===== config.mk =====
export PLATFORM = sky130hd
export DESIGN_NAME = ptw_walker
export DESIGN_NICKNAME = d
export VERILOG_FILES = /design/src/rtl/ptw_pkg.sv /design/src/rtl/ptw_geom.sv /design/src/rtl/ptw_addr.sv /design/src/rtl/ptw_perm.sv /design/src/rtl/ptw_walker.sv
export SDC_FILE = /design/constraint.sdc
export NUM_CORES = 1
export LEC_CHECK = 0
export BUFFER_PORTS_ARGS = -buffer_cell sky130_fd_sc_hd__buf_2
export CAP_MARGIN = 15
export CORE_MARGIN = 5
export CORE_UTILIZATION = 30
export CTS_BUF_LIST = sky130_fd_sc_hd__clkbuf_16
export DETAILED_ROUTE_END_ITERATION = 8
export PLACE_DENSITY = 0.55
export SKIP_LAST_GASP = 1
export SYNTH_ARGS = -nofsm -noshare
export SYNTH_HDL_FRONTEND = slang
export SYNTH_SLANG_ARGS = --single-unit

===== constraint.sdc =====
create_clock -name clk -period 10.6 [get_ports clk]
set_input_delay 1.06 -clock clk [delete_from_list [all_inputs] [get_ports clk]]
set_output_delay 1.06 -clock clk [all_outputs]
set_load 0.01 [all_outputs]

===== src/rtl/ptw_pkg.sv =====
package ptw_pkg;

  typedef enum logic [1:0] {
    ACC_FETCH = 2'd0,
    ACC_LOAD  = 2'd1,
    ACC_STORE = 2'd2,
    ACC_NONE  = 2'd3
  } acc_kind_e;

  typedef enum logic [1:0] {
    GEO_L2W10 = 2'd0,
    GEO_L3W9  = 2'd1,
    GEO_L4W9  = 2'd2,
    GEO_RSVD  = 2'd3
  } geo_sel_e;

  // entry flag positions
  localparam int unsigned EF_V = 0;
  localparam int unsigned EF_R = 1;
  localparam int unsigned EF_W = 2;
  localparam int unsigned EF_X = 3;
  localparam int unsigned EF_U = 4;
  localparam int unsigned EF_A = 6;
  localparam int unsigned EF_D = 7;
  localparam int unsigned EF_PN_LSB = 10;

  typedef enum logic [2:0] {
    WK_IDLE  = 3'd0,
    WK_ADDR  = 3'd1,
    WK_RREQ  = 3'd2,
    WK_RWAIT = 3'd3,
    WK_EVAL  = 3'd4,
    WK_WREQ  = 3'd5,
    WK_DONE  = 3'd6
  } walk_st_e;

endpackage


===== src/rtl/ptw_geom.sv =====
module ptw_geom
  import ptw_pkg::*;
#(
  parameter int XLEN = 64
) (
  input  logic [1:0]      mode,
  input  logic [XLEN-1:0] vaddr,
  output logic [2:0]      levels,
  output logic [3:0]      idx_bits,
  output logic            wide,
  output logic            canon_ok
);
  logic [5:0]      va_bits;
  logic            known;
  logic [5:0]      sh;
  logic [XLEN-1:0] hi_bits;
  logic [XLEN-1:0] ones;

  always_comb begin
    levels   = 3'd0;
    idx_bits = 4'd0;
    wide     = 1'b0;
    va_bits  = 6'd1;
    known    = 1'b0;
    case (geo_sel_e'(mode))
      GEO_L2W10: begin levels = 3'd2; idx_bits = 4'd10; wide = 1'b0; va_bits = 6'd32; known = 1'b1; end
      GEO_L3W9:  begin levels = 3'd3; idx_bits = 4'd9;  wide = 1'b1; va_bits = 6'd39; known = 1'b1; end
      GEO_L4W9:  begin levels = 3'd4; idx_bits = 4'd9;  wide = 1'b1; va_bits = 6'd48; known = 1'b1; end
      default:   begin levels = 3'd0; idx_bits = 4'd0;  wide = 1'b0; va_bits = 6'd1;  known = 1'b0; end
    endcase
    // bits from the top down to va_bits-1 must all match
    sh       = va_bits - 6'd1;
    hi_bits  = vaddr >> sh;
    ones     = {XLEN{1'b1}} >> sh;
    canon_ok = known && ((hi_bits == '0) || (hi_bits == ones));
  end

endmodule


===== src/rtl/ptw_addr.sv =====
module ptw_addr #(
  parameter int XLEN    = 64,
  parameter int PGSHIFT = 12,
  parameter int PA_W    = 56,
  parameter int PPN_W   = PA_W - PGSHIFT,
  parameter logic [PA_W-1:0] MEM_LO = '0,
  parameter logic [PA_W-1:0] MEM_HI = '1
) (
  input  logic [PPN_W-1:0] base_ppn,
  input  logic [XLEN-1:0]  vaddr,
  input  logic [1:0]       lvl,
  input  logic [3:0]       idx_bits,
  input  logic             wide,
  input  logic [PPN_W-1:0] pte_ppn,
  output logic [PA_W-1:0]  pte_addr,
  output logic             addr_legal,
  output logic [PPN_W-1:0] leaf_ppn
);
  localparam int SHW = 7;

  logic [SHW-1:0]   lvl_shift;
  logic [SHW-1:0]   idx_shift;
  logic [9:0]       idx_mask;
  logic [9:0]       idx;
  logic [PA_W-1:0]  offset;
  logic [PPN_W-1:0] vpn;
  logic [PPN_W-1:0] low_mask;

  always_comb begin
    lvl_shift  = SHW'(lvl) * SHW'(idx_bits);
    idx_shift  = SHW'(PGSHIFT) + lvl_shift;
    idx_mask   = ~(10'h3ff << idx_bits);
    idx        = 10'(vaddr >> idx_shift) & idx_mask;
    offset     = wide ? (PA_W'(idx) << 3) : (PA_W'(idx) << 2);
    pte_addr   = {base_ppn, {PGSHIFT{1'b0}}} + offset;
    addr_legal = (pte_addr >= MEM_LO) && (pte_addr < MEM_HI);
    // large page: low virtual page bits below this level fill the result
    vpn        = vaddr[PGSHIFT +: PPN_W];
    low_mask   = ~({PPN_W{1'b1}} << lvl_shift);
    leaf_ppn   = pte_ppn | (vpn & low_mask);
  end

endmodule


===== src/rtl/ptw_perm.sv =====
module ptw_perm
  import ptw_pkg::*;
#(
  parameter int XLEN = 64
) (
  input  logic [XLEN-1:0] pte,
  input  logic [1:0]      kind,
  input  logic            sup,
  input  logic            pum,
  input  logic            mxr,
  output logic            is_ptr,
  output logic            leaf_ok,
  output logic [XLEN-1:0] wb_data
);
  logic v, r, w, x, u;
  logic priv_bad, form_bad, acc_bad;

  always_comb begin
    v = pte[EF_V];
    r = pte[EF_R];
    w = pte[EF_W];
    x = pte[EF_X];
    u = pte[EF_U];
    is_ptr   = v & ~r & ~w & ~x;
    priv_bad = u ? (sup & pum) : ~sup;
    form_bad = ~v | (w & ~r);
    case (acc_kind_e'(kind))
      ACC_FETCH: acc_bad = ~x;
      ACC_LOAD:  acc_bad = ~(r | (mxr & x));
      ACC_STORE: acc_bad = ~(r & w);
      default:   acc_bad = 1'b1;
    endcase
    leaf_ok = ~is_ptr & ~priv_bad & ~form_bad & ~acc_bad;
    wb_data = pte | (XLEN'(1) << EF_A)
                  | ((acc_kind_e'(kind) == ACC_STORE) ? (XLEN'(1) << EF_D) : '0);
  end

endmodule


===== src/rtl/ptw_walker.sv =====
module ptw_walker
  import ptw_pkg::*;
#(
  parameter int XLEN    = 64,
  parameter int PGSHIFT = 12,
  parameter int PA_W    = 56,
  parameter logic [PA_W-1:0] MEM_LO = PA_W'(64'h8000_0000),
  parameter logic [PA_W-1:0] MEM_HI = PA_W'(64'h1_0000_0000)
) (
  input  logic                      clk,
  input  logic                      rst_n,
  input  logic                      req_valid,
  output logic                      req_ready,
  input  logic [XLEN-1:0]           req_vaddr,
  input  logic [1:0]                req_kind,
  input  logic                      req_super,
  input  logic                      req_pum,
  input  logic                      req_mxr,
  input  logic [1:0]                req_mode,
  input  logic [PA_W-PGSHIFT-1:0]   root_ppn,
  output logic                      mem_req_valid,
  input  logic                      mem_req_ready,
  output logic                      mem_req_write,
  output logic [PA_W-1:0]           mem_req_addr,
  output logic [XLEN-1:0]           mem_req_wdata,
  input  logic                      mem_rsp_valid,
  input  logic [XLEN-1:0]           mem_rsp_data,
  output logic                      done,
  output logic                      fault,
  output logic [PA_W-PGSHIFT-1:0]   done_ppn
);
  localparam int PPN_W = PA_W - PGSHIFT;

  typedef struct packed {
    logic [XLEN-1:0] vaddr;
    logic [1:0]      kind;
    logic            sup;
    logic            pum;
    logic            mxr;
    logic [1:0]      mode;
  } walk_req_t;

  walk_st_e         st_q;
  walk_req_t        rq_q;
  logic [PPN_W-1:0] base_q;
  logic [1:0]       lvl_q;
  logic [XLEN-1:0]  pte_q;
  logic [PA_W-1:0]  addr_q;
  logic             fault_q;
  logic [PPN_W-1:0] ppn_q;

  logic [1:0]       cur_mode;
  logic [XLEN-1:0]  cur_va;
  logic [2:0]       levels;
  logic [3:0]       idx_bits;
  logic             wide;
  logic             canon_ok;
  logic [PA_W-1:0]  pte_addr;
  logic             addr_legal;
  logic [PPN_W-1:0] leaf_ppn;
  logic             is_ptr;
  logic             leaf_ok;
  logic [XLEN-1:0]  wb_data;
  logic [XLEN-1:0]  rsp_word;

  assign cur_mode = (st_q == WK_IDLE) ? req_mode  : rq_q.mode;
  assign cur_va   = (st_q == WK_IDLE) ? req_vaddr : rq_q.vaddr;

  ptw_geom #(.XLEN(XLEN)) u_geom (
    .mode     (cur_mode),
    .vaddr    (cur_va),
    .levels   (levels),
    .idx_bits (idx_bits),
    .wide     (wide),
    .canon_ok (canon_ok)
  );

  ptw_addr #(
    .XLEN(XLEN), .PGSHIFT(PGSHIFT), .PA_W(PA_W), .PPN_W(PPN_W),
    .MEM_LO(MEM_LO), .MEM_HI(MEM_HI)
  ) u_addr (
    .base_ppn   (base_q),
    .vaddr      (rq_q.vaddr),
    .lvl        (lvl_q),
    .idx_bits   (idx_bits),
    .wide       (wide),
    .pte_ppn    (pte_q[EF_PN_LSB +: PPN_W]),
    .pte_addr   (pte_addr),
    .addr_legal (addr_legal),
    .leaf_ppn   (leaf_ppn)
  );

  ptw_perm #(.XLEN(XLEN)) u_perm (
    .pte     (pte_q),
    .kind    (rq_q.kind),
    .sup     (rq_q.sup),
    .pum     (rq_q.pum),
    .mxr     (rq_q.mxr),
    .is_ptr  (is_ptr),
    .leaf_ok (leaf_ok),
    .wb_data (wb_data)
  );

  // narrow entries keep only their low half
  assign rsp_word = wide ? mem_rsp_data : {{(XLEN-32){1'b0}}, mem_rsp_data[31:0]};

  always_ff @(posedge clk or negedge rst_n) begin
    if (!rst_n) begin
      st_q    <= WK_IDLE;
      rq_q    <= '0;
      base_q  <= '0;
      lvl_q   <= '0;
      pte_q   <= '0;
      addr_q  <= '0;
      fault_q <= 1'b0;
      ppn_q   <= '0;
    end else begin
      case (st_q)
        WK_IDLE: begin
          if (req_valid) begin
            rq_q    <= '{vaddr: req_vaddr, kind: req_kind, sup: req_super,
                         pum: req_pum, mxr: req_mxr, mode: req_mode};
            base_q  <= root_ppn;
            lvl_q   <= 2'(levels - 3'd1);
            fault_q <= 1'b0;
            ppn_q   <= '0;
            if (canon_ok) begin
              st_q <= WK_ADDR;
            end else begin
              fault_q <= 1'b1;
              st_q    <= WK_DONE;
            end
          end
        end
        WK_ADDR: begin
          if (addr_legal) begin
            addr_q <= pte_addr;
            st_q   <= WK_RREQ;
          end else begin
            fault_q <= 1'b1;
            st_q    <= WK_DONE;
          end
        end
        WK_RREQ: begin
          if (mem_req_ready) st_q <= WK_RWAIT;
        end
        WK_RWAIT: begin
          if (mem_rsp_valid) begin
            pte_q <= rsp_word;
            st_q  <= WK_EVAL;
          end
        end
        WK_EVAL: begin
          if (is_ptr) begin
            if (lvl_q == 2'd0) begin
              fault_q <= 1'b1;
              st_q    <= WK_DONE;
            end else begin
              base_q <= pte_q[EF_PN_LSB +: PPN_W];
              lvl_q  <= lvl_q - 2'd1;
              st_q   <= WK_ADDR;
            end
          end else if (leaf_ok) begin
            ppn_q <= leaf_ppn;
            st_q  <= WK_WREQ;
          end else begin
            fault_q <= 1'b1;
            st_q    <= WK_DONE;
          end
        end
        WK_WREQ: begin
          if (mem_req_ready) st_q <= WK_DONE;
        end
        WK_DONE: st_q <= WK_IDLE;
        default: st_q <= WK_IDLE;
      endcase
    end
  end

  always_comb begin
    req_ready     = (st_q == WK_IDLE);
    mem_req_valid = (st_q == WK_RREQ) || (st_q == WK_WREQ);
    mem_req_write = (st_q == WK_WREQ);
    mem_req_addr  = addr_q;
    mem_req_wdata = (st_q == WK_WREQ) ? wb_data : '0;
    done          = (st_q == WK_DONE);
    fault         = done & fault_q;
    done_ppn      = done ? ppn_q : '0;
  end

endmodule


==> results of run 1 <==
[cell type report]
type	instances	area [um2]	area share [%]
well taps	950	1189	4.722
multi-input cells	1878	13520	53.71
repair buffers	396	2112	8.391
inverters	28	112.6	0.4474
clock buffers	36	900.9	3.579
diodes	12	30.03	0.1193
clock inverters	29	247.7	0.9842
flip-flops and latches	282	7061	28.05
[how the worst min path moves through the flow]
stage / to / depth (start not counted) / from / slack, ps
after detailed placement: pte_q[8] / 2 / pte_q[8] / 460
final: pte_q[54] / 2 / pte_q[54] / 470
after global routing: pte_q[5] / 2 / pte_q[5] / 500
after floorplan: pte_q[5] / 2 / pte_q[5] / 440
after CTS: pte_q[9] / 2 / pte_q[9] / 480
after global placement: pte_q[60] / 2 / pte_q[60] / 460
[per-stage QoR]
step                setup slack [ps]  total power, mW  cells  area, um2  hold slack [ps]
floorplan                      888.8            6.542   2389      21540            437.4
global placement                1528            8.726   3534      23990            455.3
detailed placement              1396            8.694   3534      23990            457.2
CTS                             1359            9.957   3599      25140            477.0
global route                   564.2            10.66   3606      25160            498.2
finish                          1264            10.11   3611      25170            467.9
[flip-flops by register name, indices dropped and copies added, names as in the netlist]
name	count
rq_q	71
pte_q	63
mem_req_addr	54
base_q	44
ppn_q	44
st_q	3
lvl_q	2
fault_q	1
[cells by family (layout without fill, tap and decap cells)]
group,Yosys count,after routing,share of synthesized area (%)
other,1,14,0.01741
buffers and inverters,229,489,4.775
AND/OR/NAND/NOR,858,858,19.22
multiplexers,496,496,27.09
AO/OA/AOI/OAI,483,483,14.39
flip-flops,282,282,32.76
adder cells (fa/ha/maj),9,9,0.5228
XOR/XNOR,30,30,1.220
[metal layers]
layer,GRT usage (%),up-vias
met2,35.39,853
met1,29.59,9942
li1,-,9176
met3,4.958,226
met5,0,-
met4,9.547,12
[power groups by stage]
| stage | Sequential (mW) | Combinational [mW] | Clock, mW |
|---|---|---|---|
| final | 2.18 | 6.72 | 1.21 |
| after global routing | 2.22 | 7.16 | 1.28 |
| after CTS | 2.17 | 6.55 | 1.25 |
| after detailed placement | 2.18 | 6.51 | 0 |
| after global placement | 2.18 | 6.55 | 0 |
| after floorplan | 1.73 | 4.81 | 0 |
[critical path: cells and delay by family, from the launching register on]
kind          cells  cell delay, ps
simple gates     13            4060
mux               4            1540
fa+ha+maj         4            1310
buf+inv           4            1290
flops             1             780
xor+xnor          1             170
[cell usage after synthesis, types with 10 or more instances]
| cell | count |
|---|---|
| dfrtp_1 | 282 |
| mux2_2 | 131 |
| nor2_1 | 138 |
| a31oi_1 | 26 |
| nor4_1 | 12 |
| buf_4 | 14 |
| mux4_2 | 55 |
| o22ai_1 | 10 |
| buf_1 | 19 |
| and2_1 | 123 |
| buf_2 | 30 |
| xnor2_1 | 21 |
| nand4_1 | 16 |
| nand2b_1 | 12 |
| o21ai_0 | 152 |
| or3_1 | 11 |
| nor3_1 | 35 |
| clkbuf_1 | 128 |
| nor2b_1 | 40 |
| and3_1 | 21 |
| nand2_1 | 310 |
| a221oi_1 | 15 |
| inv_1 | 23 |
| nand3_1 | 103 |
| a211oi_1 | 21 |
| a21oi_1 | 128 |
| mux2i_1 | 308 |
==> results.cfg, run 1 <==
[run_status]
status = completed

[synthesis]
netlist_area_um2 = 21540
yosysWarningCount = 0
synth_top_area_share_pct = 32.76
synth.distinct_cells = 94
avgSynthCellArea_um2 = 9.019
ys_ff_latch = 282
synth_top_area_cell = dfrtp_1
synthCells = 2388
async_flop_share_pct = 100.0
seq_area_frac_synth_pct = 32.76
ys.flop_type = dfrtp_1
ys_top_cells_by_area = dfrtp_1, mux2i_1, mux2_2
synth_edf_count = 0

[power_and_ir_drop]
ir_worst_vdd_mv = 0.2206
power_switching_mw = 5.361
pwr-share-seq_pct = 21.5
switching_share_pct = 53.03
power_per_cell_area_nw_per_um2 = 401.6
cellLeakagePower_nw = 11.56
internal-power_mw = 4.748
clkPwrFrac_pct = 12.0
pwr-share-comb_pct = 66.5

[timing]
skew_ps = 19.95
setup_violations = 0
fmax_ghz = 0.1071
period_share_pct = 88.08
report.final.hold_viol_count = 0
worst_pin_slew_ps = 1003
rsz0062_at_grt = false
setup_tns_ps = 0
slew_headroom_pct = 32.26
post-route-min-period_ps = 9336
drv_slew = 0

[worst_setup_path]
critical_path_class = flop to flop
r2r_cells = 26
cpPeakStageDelay_ps = 780
cp-start-kind = flop
r2r-end = mem_req_addr[23]
cp.required_ps = 11050
worst-path-max-fanout = 35
end_kind = flop
cp_slowest_cell = dfrtp_1
arrival_ps = 9790
endpoint = mem_req_addr[23]
timing.rr.start = st_q[2]
regToRegSetupSlack_ps = 1260
cp-startpoint = st_q[2]

[grt]
grt_pass1_wl_mm = 133.6
antenna_found_initial = 19
grt_max_degree = 89
grt_usage_pct = 22.35
grt.overflow.total = 0
grt_pass1_vias = 19680

[floorplan]
core_area_um2 = 71360
die-area_um2 = 77250
ioPinCount = 353
initial_core_util_pct = 30.18
dieHeight_um = 277.9
die_x_um = 277.9
rows = 98

[cts]
clkSinkCount = 282
cts_setup_buffers = 0
cts_buffer_depth = 3
insertion_delay_ps = 570
cts.htree.levels = 2
clk_pin_slew_ps = 70
cts_hold_buf = 0
cts_root_buf = clkbuf_16
cts_tree = yes
cts_made_buffers = 36
post_cts_resize_count = 0

[layout]
drive_above_1_share_pct = 25.59
fin_util_pct = 35.27
final_common_cell = buf_2
fillCellCount = 7468
syn_to_final_growth_pct = 16.86
final_cell_mix = buf_2, mux2i_1, nand2_1
nNetsFinal = 2815

[worst_hold_path]
worst_hold_path_type = flop to flop

[routing]
firstDrtPassIters = 6
drc = 0
post_drt_wl_per_cell_um = 25.13
routed_via_density = 5.597
met1Wirelength_mm = 37.98
drtIter0Drc = 1956
wl_mm = 90.76
ant_nets = 0
top_layer = met5
via_count = 20210
wl_met3_mm = 6.848
wl_met2_mm = 41.42

[placement]
place_congestion = 0.9567
io_buffers = 349
dp_hpwl_mm = 67.92

[run]
cap_viol_max_count = 0
No activity file was read; power rests on OpenSTA's default activity.
==> run 2: changes to the inputs <==
- SYNTH_HIERARCHICAL: not set -> 1
- clock period: 10.6 -> 11.05 ns (I/O delays scaled with it)
==> run 2 against run 1 <==
Effect of this change:
- sequential share of layout area shrank 0.052 points
- via count grew 4.1%
- first-iteration DRC count grew 44%
- critical endpoint is now mem_req_addr[10]
- cell count grew 1.1%
- synthesized cell count grew 3.6%
- die area grew 2.7%
- register-to-register slack gained 680 ps
- clock skew grew 1.8 ps
==> results.cfg, run 2 <==
[cts]
cts_hold_buf = 0
clk_pin_slew_ps = 60
insertion_delay_ps = 560
post_cts_resize_count = 0
cts_root_buf = clkbuf_16
cts.htree.levels = 2
clkSinkCount = 284
cts_setup_buffers = 0
cts_buffer_depth = 3
cts_made_buffers = 36
cts_tree = yes

[floorplan]
dieHeight_um = 281.6
rows = 99
initial_core_util_pct = 30.28
die_x_um = 281.6
die-area_um2 = 79300
core_area_um2 = 73080
ioPinCount = 353

[layout]
nNetsFinal = 2849
final_cell_mix = nand2_1, buf_2, dfrtp_1
fillCellCount = 7631
drive_above_1_share_pct = 29.61
largest_reg_flops = 71
final_common_cell = nand2_1
largest-register = rq_q
seq_area_um2 = 7108
syn_to_final_growth_pct = 14.71
multi_input_area_um2 = 13570

[worst_setup_path]
end_kind = flop
cp.buffers_inverters = 5
cpPeakStageDelay_ps = 610
r2r_cells = 30
cp_slowest_cell = dfrtp_1
regToRegSetupSlack_ps = 1950
worst-path-max-fanout = 56
r2r-end = mem_req_addr[10]
timing.rr.start = st_q[1]
cp_top_family = simple AND/OR/NAND/NOR gates
cp-start-kind = flop
arrival_ps = 9550
cp.required_ps = 11490
critical_path_class = flop to flop

[routing]
ant_nets = 0
drtIter0Drc = 2826
post_drt_wl_per_cell_um = 26.95
drc = 0
firstDrtPassIters = 7
via_count = 21050
routed_via_density = 5.768
wl_mm = 98.33

[grt]
grt.overflow.total = 0
grt_pass1_vias = 20130
grt_max_degree = 132
grt_usage_pct = 23.74
grt_pass1_wl_mm = 141.7
antenna_found_initial = 21

[timing]
drv_slew = 0
post-route-min-period_ps = 9102
report.final.hold_viol_count = 0
rsz0062_at_grt = false
setup_tns_ps = 0
fmax_ghz = 0.1099
skew_ps = 21.74
period_share_pct = 82.37
worst_pin_slew_ps = 1178
slew_headroom_pct = 21.45
setup_violations = 0

[synthesis]
yosysWarningCount = 6
netlist_area_um2 = 22130
avgSynthCellArea_um2 = 8.942
synthCells = 2475

[run]
cap_viol_max_count = 0

[run_status]
status = completed

[worst_hold_path]
hp-start = pte_q[57]
hold_end = pte_q[57]
whs_path_depth = 2
worst_hold_path_type = flop to flop

[placement]
place_congestion = 1.015
io_buffers = 351
dp_hpwl_mm = 73.65
## run 2: cell types whose count changed in the layout (fill, tap and decap cells not counted), moves of 30 or more
cell | previous run | this run
nand2_1 | 307 | 492
and2_1 | 123 | 64
and3_1 | 21 | 74
a21o_1 | 3 | 33
mux2i_1 | 308 | 62
nand3_1 | 103 | 55
mux2_2 | 131 | 192
a21oi_1 | 128 | 55
o21ai_0 | 152 | 95
a31oi_1 | 26 | 62
a22o_1 | 3 | 46
## run 2: how the worst max path moves through the flow
stage / to / slack [ps] / startpoint / depth (start not counted)
floorplan: mem_req_addr[15] / 3480 / st_q[2] / 34
global placement: mem_req_addr[9] / 2200 / st_q[1] / 30
detailed placement: mem_req_addr[0] / 2080 / st_q[1] / 30
CTS: mem_req_addr[0] / 2070 / st_q[1] / 30
global route: mem_req_addr[5] / 1420 / st_q[2] / 30
finish: mem_req_addr[10] / 1950 / st_q[1] / 30
## run 2: cell type report
type                    count  area share [%]
clock inverters            28           1.203
multi-input cells        1900           53.44
clock buffers              36           3.549
inverters                  29          0.4288
repair buffers            401           8.536
well taps                 959           4.726
diodes                     12          0.1183
flip-flops and latches    284           28.00
## run 2: layer usage
metal | wire length, um | vias up | GRT usage, %
li1 | - | 9325 | -
met3 | 10020 | 221 | 6.268
met1 | 40420 | 10330 | 31.97
met5 | 103 | - | 0
met2 | 43600 | 1157 | 36.85
met4 | 4180 | 16 | 8.875
## run 2: worst min-delay path: cells and delay by family (launching register included)
| kind | cells | cell delay, ps |
|---|---|---|
| AO/OA/AOI/OAI | 1 | 60 |
| flip-flops | 1 | 330 |
| AND/OR/NAND/NOR | 1 | 50 |
## run 2: stage by stage
step	std cells	setup slack [ps]	instance area, um2	hold WS (ps)	utilization [%]
CTS	3637	2066	25360	475.8	34.70
global placement	3573	2197	24150	454.8	33.05
floorplan	2476	3480	22140	436.9	-
finish	3649	1948	25390	473.2	34.74
global route	3643	1416	25370	500.8	34.72
detailed placement	3573	2082	24150	460.5	33.05
Power of run 2 is left out: the tool's default activity adds up to more than one toggle a clock period on the data nets, which glitch-free logic cannot reach.
